### config.mk
export PLATFORM = sky130hd
export DESIGN_NAME = lf_line_fill_seq
export DESIGN_NICKNAME = d
export VERILOG_FILES = /design/src/rtl/lf_pkg.sv /design/src/rtl/lf_wrap_ctr.sv /design/src/rtl/lf_beat_ctr.sv /design/src/rtl/lf_line_fill_seq.sv
export SDC_FILE = /design/constraint.sdc
export NUM_CORES = 1
export LEC_CHECK = 0
export BUFFER_PORTS_ARGS = -buffer_cell sky130_fd_sc_hd__buf_2
export CAP_MARGIN = 25
export CORE_ASPECT_RATIO = 0.5
export CORE_UTILIZATION = 44
export CTS_CLUSTER_DIAMETER = 60
export CTS_CLUSTER_SIZE = 24
export DETAILED_ROUTE_END_ITERATION = 12
export PLACE_DENSITY = 0.84
export SLEW_MARGIN = 15
export SYNTH_ARGS = -nofsm -noshare
export SYNTH_HDL_FRONTEND = slang
export SYNTH_SLANG_ARGS = --single-unit
### constraint.sdc
create_clock -name clk -period 1.3 [get_ports clk]
set_clock_uncertainty 0.1 [all_clocks]
set_input_delay 0.195 -clock clk [delete_from_list [all_inputs] [get_ports clk]]
set_output_delay 0.195 -clock clk [all_outputs]
set_load 0.01 [all_outputs]
### src/rtl/lf_pkg.sv
package lf_pkg;
  typedef enum logic {DIR_UP = 1'b0, DIR_DOWN = 1'b1} lf_dir_e;
endpackage

### src/rtl/lf_wrap_ctr.sv
module lf_wrap_ctr #(
  parameter int W = 2
) (
  input  logic            clk,
  input  logic            rst_n,
  input  logic            load,
  input  logic [W-1:0]    load_val,
  input  lf_pkg::lf_dir_e dir,
  input  logic            adv,
  output logic [W-1:0]    idx
);
  localparam logic [W-1:0] ONE = W'(1);

  always_ff @(posedge clk) begin
    if (!rst_n)        idx <= '0;
    else if (load)     idx <= load_val;
    else if (adv)      idx <= (dir == lf_pkg::DIR_DOWN) ? idx - ONE : idx + ONE;
  end

  // upward step wraps modulo line size
  assert_step_up_R3: assert property (@(posedge clk) disable iff (!rst_n)
    (adv && !load && dir == lf_pkg::DIR_UP) |=> idx == W'($past(idx) + ONE));
  // downward step wraps modulo line size
  assert_step_down_R4: assert property (@(posedge clk) disable iff (!rst_n)
    (adv && !load && dir == lf_pkg::DIR_DOWN) |=> idx == W'($past(idx) - ONE));
  // no advance, no change
  assert_idx_hold_R6: assert property (@(posedge clk) disable iff (!rst_n)
    (!adv && !load) |=> $stable(idx));
endmodule

### src/rtl/lf_beat_ctr.sv
module lf_beat_ctr #(
  parameter int BEATS = 4
) (
  input  logic clk,
  input  logic rst_n,
  input  logic clr,
  input  logic adv,
  output logic last
);
  localparam int CW = (BEATS > 1) ? $clog2(BEATS) : 1;
  localparam logic [CW-1:0] LAST_V = CW'(BEATS - 1);

  logic [CW-1:0] cnt;

  always_ff @(posedge clk) begin
    if (!rst_n)      cnt <= '0;
    else if (clr)    cnt <= '0;
    else if (adv)    cnt <= (cnt == LAST_V) ? '0 : cnt + CW'(1);
  end

  assign last = (cnt == LAST_V);
endmodule

### src/rtl/lf_line_fill_seq.sv
module lf_line_fill_seq #(
  parameter int ADDR_W     = 32,
  parameter int LINE_WORDS = 4
) (
  input  logic              clk,
  input  logic              rst_n,
  input  logic              start,
  input  logic [ADDR_W-1:0] miss_addr,
  input  logic              mem_valid,
  output logic              mem_ready,
  output logic              fill_we,
  output logic              cpu_ready,
  output logic [$clog2(LINE_WORDS)-1:0] word_idx,
  output logic [ADDR_W-1:0] fill_addr,
  output logic              done
);
  import lf_pkg::*;
  localparam int IDX_W  = $clog2(LINE_WORDS);
  localparam int LINE_W = ADDR_W - IDX_W;

  logic              busy, done_q, accept, beat, last;
  logic [LINE_W-1:0] line_q;
  lf_dir_e           dir_q;

  assign accept = start && !busy;
  assign beat   = busy && mem_valid;

  always_ff @(posedge clk) begin
    if (!rst_n) begin
      busy   <= 1'b0;
      done_q <= 1'b0;
      line_q <= '0;
      dir_q  <= DIR_UP;
    end else begin
      done_q <= beat && last;
      if (accept) begin
        busy   <= 1'b1;
        line_q <= miss_addr[ADDR_W-1:IDX_W];
        dir_q  <= miss_addr[0] ? DIR_DOWN : DIR_UP;
      end else if (beat && last) begin
        busy <= 1'b0;
      end
    end
  end

  lf_wrap_ctr #(.W(IDX_W)) u_wrap (
    .clk(clk), .rst_n(rst_n), .load(accept),
    .load_val(miss_addr[IDX_W-1:0]), .dir(dir_q), .adv(beat), .idx(word_idx)
  );

  lf_beat_ctr #(.BEATS(LINE_WORDS)) u_beats (
    .clk(clk), .rst_n(rst_n), .clr(accept), .adv(beat), .last(last)
  );

  assign mem_ready = busy;
  assign fill_we   = beat;
  assign cpu_ready = beat;
  assign fill_addr = {line_q, word_idx};
  assign done      = done_q;

  // done is a single-cycle pulse
  assert_done_pulse_R8: assert property (@(posedge clk) disable iff (!rst_n)
    done |=> !done);
  // final write is followed by done and an idle port
  assert_done_after_last_R8: assert property (@(posedge clk) disable iff (!rst_n)
    (fill_we && last) |=> (done && !mem_ready));
  // first index after acceptance is the missed word
  assert_crit_first_R2: assert property (@(posedge clk) disable iff (!rst_n)
    accept |=> word_idx == $past(miss_addr[IDX_W-1:0]));
  // a request during a fill leaves the line untouched
  assert_busy_ignore_R9: assert property (@(posedge clk) disable iff (!rst_n)
    (start && mem_ready) |=> $stable(fill_addr[ADDR_W-1:IDX_W]));
endmodule

Yosys cells after proc, flatten, opt, wreduce, memory -nomap -nowiden
Index checks and enable logic that the tools add are counted.
Widths: inputs -> output; s select.
Cells by class
  order comparisons: 0
  equal/unequal tests: 1
  shifts and indexed selects: 0
  $mul: 0
  bitwise operators: 1
  reductions and logical operators: 7
  add/sub/neg operators: 3
  mux-type cells: 7
  div/mod/pow operators: 0
Operators with widths (number)
  $mux 2: 4
  $add 2x1->2 const B: 2
  $reduce_bool 2->1: 2
  $logic_and 1x1->1: 3
  $mux 1: 3
  $eq 2x2->1 const B: 1
  $reduce_or 2->1: 1
  $sub 2x1->2 const B: 1
  $logic_not 1->1: 1
  $not 1->1: 1
Word-level totals
  memories kept: 0
  input port bits: 36
  memory bits (read-only): 0
  RAM bits: 0
  output and inout bits: 38
  bits in latches: 0
  register bits after elaboration: 37
  word-level logic and storage cells: 25

Logic depth before layout (Yosys ltp)
  depth after elaboration: 4
  depth in mapped cells: 5
  gate-level depth less buffers: 4

By module
From an unflattened synthesis, not the netlist that was laid out.
Second synthesis, totals
  cells, all modules: 166
  area total of the unflattened synthesis: 1574.0 um2
Modules (own cells, without submodules)
  lf_line_fill_seq: area an instance 1372.6 um2, seq. area each 660.6 um2, cells an instance 145, times used 1
  lf_wrap_ctr: area an instance 105.1 um2, seq. area each 40.0 um2, cells an instance 12, times used 1
  lf_beat_ctr: area an instance 96.3 um2, seq. area each 40.0 um2, cells an instance 9, times used 1

Worst setup path before layout
Ideal clock, no wire load.
  path kind: reg-to-reg
  start point: register busy, in the netlist mem_ready
  end point: register line_q[10]
  arrival: 0.955 ns
  cell stages (with the launch flop): 6
  required time: 1.130 ns
  path slack: 0.175 ns
  setup time: 0.070 ns
  cell sequence: dfxtp_1 -> nand2b_1 -> buf_4 -> buf_6 -> nand2_1 -> a21boi_1
Between the ends
  cells in the longest elaborated chain, start to end: 2
Ends and longest elaborated chain
  from (decl): line lf_line_fill_seq.sv:21  | logic busy, done_q, accept, beat, last;
  from (signal assigned): line lf_line_fill_seq.sv:30  | busy <= 1'b0;
  from (signal assigned): line lf_line_fill_seq.sv:37  | busy <= 1'b1;
  from (signal assigned): line lf_line_fill_seq.sv:41  | busy <= 1'b0;
  $logic_not 1->1: line lf_line_fill_seq.sv:25  | assign accept = start && !busy;
  $logic_and 1x1->1: line lf_line_fill_seq.sv:25
  to (signal assigned): line lf_line_fill_seq.sv:38  | line_q <= miss_addr[ADDR_W-1:IDX_W];
  to (decl): line lf_line_fill_seq.sv:22  | logic [LINE_W-1:0] line_q;
No other way between the ends.
A chain may end at the register's enable or synchronous reset.

Worst setup path after layout
  start point: register busy, in the netlist mem_ready
  end point: output port fill_we
Between the ends
  cells in the longest elaborated chain, start to end: 1
Ends and longest elaborated chain
  $logic_and 1x1->1: line lf_line_fill_seq.sv:26  | assign beat = busy && mem_valid;
  to (decl): line lf_line_fill_seq.sv:11  | output logic fill_we,
No other way between the ends.

==> impl_metrics.tcl <==
set metrics [dict create \
    die_x_um 83.2 \
    routabilityCongestion 0.728 \
    antenna_found_initial 0 \
    maxCapViolations 0 \
    grt_pass1_vias 1195 \
    htree_levels 2 \
    cts_tree "done" \
    synth_top_cell_by_area "dfxtp_1" \
    slew_viol_final 0 \
    final_util_pct 65.3 \
    initialDrtViolationCount 36 \
    crit_arrival_ns 0.95 \
    grt_pass1_wl_mm 5.13 \
    drive_above_1_share_pct 39.2 \
    slowest_stage "dfxtp_4" \
    status "finished, final reports clean" \
    clkSinkCount 37 \
    drt_pass1_iterations 4 \
    cp_max_fo 6 \
    critical_path.top_delay_family "flip-flops" \
    syn_area_um2 1450 \
    vdd_drop_max_uv 878 \
    start_kind "flop" \
    fin_cells 285 \
    critical_path_class "flop to output port" \
    ys_ff_latch 37 \
    dpl.hpwl_mm 2.30 \
    path_clk_slew_ns 0.08 \
    rows 14 \
    postRouteAntennaNets 0 \
    io_pins 74 \
    initial_core_util_pct 47.3 \
    portBuffers 73 \
    synth_edf_count 0 \
    finalNetCount 281 \
    fmaxAchievable_ghz 0.803 \
    clk_path_buf_depth 2 \
    path_cells "nand2_2 -> inv_2 -> buf_2" \
    rsz0062_at_grt "no" \
    synth_cell_type_count 22 \
    synthTopCellsByCount "nand2_1 (67), dfxtp_1 (37), a21boi_1 (30)" \
    finalCritPeriodShare_pct 95.8 \
    power_density_nw_per_um2 1370 \
    r2r_start "mem_ready" \
    hold_depth 3 \
    cp.required_ns 1.00 \
    hold_start "miss_addr[20]" \
    syn_area_per_cell_um2 8.64 \
    syn2layout_area_growth_pct 37.9 \
    place_worst_setup_slack_ns 0.0279 \
    ys_top_cells_by_area "dfxtp_1 (51%), nand2_1 (17%), a21boi_1 (16%)" \
    critical_path_cell_count 3 \
    hold_violations 0 \
    yosys_warnings 0 \
    route.met3.wl_um 118 \
    wl_mm 3.10 \
    insertion_delay_ns 0.28 \
    ff2ff_path_depth 4 \
    wl_met2_mm 1.60 \
    nFillCells 245 \
    via_per_inst 4.63 \
    fin_ws_ns 0.0542 \
    endpoint_kind "output port" \
    startpoint "mem_ready" \
    track_usage_pct 18.3 \
    num_antenna_cells 0 \
    top_layer "met4" \
    drc 0 \
    die_h_um 42.6 \
    ys_seq_area_share_pct 51.0 \
    dieArea_um2 3550 \
    cts_buffers 5 \
    gr-total-overflow 0 \
    cts_hold_buf 0 \
    hold_class "primary input to flop" \
    tns_ns 0 \
    syn_inst 168 \
    grt_max_degree 23 \
    regArea_um2 744 \
    multi_input_area_um2 613 \
    fp.coreArea_um2 3070 \
    async_flop_share_pct 0 \
    yosys.area.top_type_share_pct 51.0 \
    vias 1320 \
    p_leak_uw 0.000989 \
    synth_ff_type "dfxtp_1" \
    tightest_slew_ns 0.349 \
    max-slew-margin-rel_pct 76.7 \
    cts-root-buf "clkbuf_8" \
    met1_length_mm 1.33 \
    wl_per_cell_um 10.9 \
    reg2reg_setup_slack_ns 0.09 \
    numPlacedInstances 275 \
    max_stage_delay_ns 0.38 \
    synth_nets 205 \
    synth.most_common_cell "nand2_1" \
    timing.critical_path.buf_inv 2 \
    fin_crit_ns 1.25 \
    final-setup-viol-count 0 \
]
sequential cells by signal (all words and copies together) (netlist names):
register / cells
line_q: 30
u_beats.cnt: 2
u_wrap.idx: 2
dir_q: 1
done: 1
mem_ready: 1
report_power, final:
part	switching, uW	internal [uW]	leakage (uW)	total [uW]
registers	34.9	1200	0.000304	1230
clock network	399	762	0.0000681	1160
logic	183	177	0.000616	360
logic make-up (layout without fill, tap and decap cells):
| group | after synthesis | after routing | synth area share (%) |
|---|---|---|---|
| XOR/XNOR | 1 | 1 | 0.604 |
| AO/OA/AOI/OAI | 38 | 38 | 19.1 |
| flip-flops | 37 | 37 | 51.0 |
| buffers and inverters | 15 | 92 | 7.24 |
| adder cells (fa/ha/maj) | 1 | 1 | 0.862 |
| multiplexers | 2 | 2 | 1.38 |
| AND/OR/NAND/NOR | 74 | 74 | 19.8 |
worst paths after layout:
kind / end
worst max-delay path: fill_we
worst min-delay path: line_q[18]
worst max register to register: line_q[3]
worst min register to register: line_q[24]
per-stage QoR:
stage          total power, uW  hold slack (ns)  instance area (um2)
6_report                  2750           0.0375                 2000
5_1_grt                   2870           0.0309                 2000
4_1_cts                   2770           0.0299                 1990
3_5_place_dp              1610            0.339                 1840
3_3_place_gp              1600            0.334                 1840
2_1_floorplan             1460            0.230                 1450
placed cells by master (no fill, tap or decap):
| master | instances |
|---|---|
| ha_1 | 1 |
| xor2_1 | 1 |
| nand2b_2 | 1 |
| bufinv_16 | 2 |
| nand2_1 | 66 |
| a21boi_1 | 30 |
| clkbuf_8 | 5 |
| and3_1 | 1 |
| a211oi_1 | 1 |
| clkinv_2 | 1 |
| o21ai_0 | 2 |
| inv_2 | 1 |
| nor3_1 | 1 |
| dfxtp_1 | 36 |
| dfxtp_4 | 1 |
| nand2_2 | 1 |
| buf_12 | 1 |
| nor2b_2 | 1 |
| a2bb2oi_1 | 1 |
| buf_4 | 8 |
| mux2i_1 | 2 |
| a21oi_1 | 2 |
| buf_6 | 1 |
| nor2_1 | 2 |
| buf_2 | 73 |
| a21boi_0 | 2 |
| nand3_1 | 1 |
cell type report:
class | instances | share of cell area [%]
clock buffer | 5 | 3.44
clock inverter | 3 | 3.25
inverter | 1 | 0.188
multi-input combinational | 116 | 30.6
sequential | 37 | 37.2
tap | 40 | 2.50
timing repair buffer | 83 | 22.8
tightest hold or removal path, delay by kind of cell:
kind / cells / cell delay (ns)
AOI/OAI and AO/OA: 1 / 0.05
buffers and inverters: 1 / 0.09
and+or+nand+nor: 1 / 0.04
layer usage:
metal	global-route usage, %	vias up
met3	5.31	5
li1	-	688
met2	33.4	22
met4	6.21	0
met1	20.8	605
met5	0	-
repair_timing:
item	4_1_cts	5_1_grt
endpoints found under the setup margin	2	4
endpoints found under the hold margin	0	0
gates cloned	0	0
buffers inserted	1	1
resized for setup	2	3
Power figures use the tool's default switching activity.
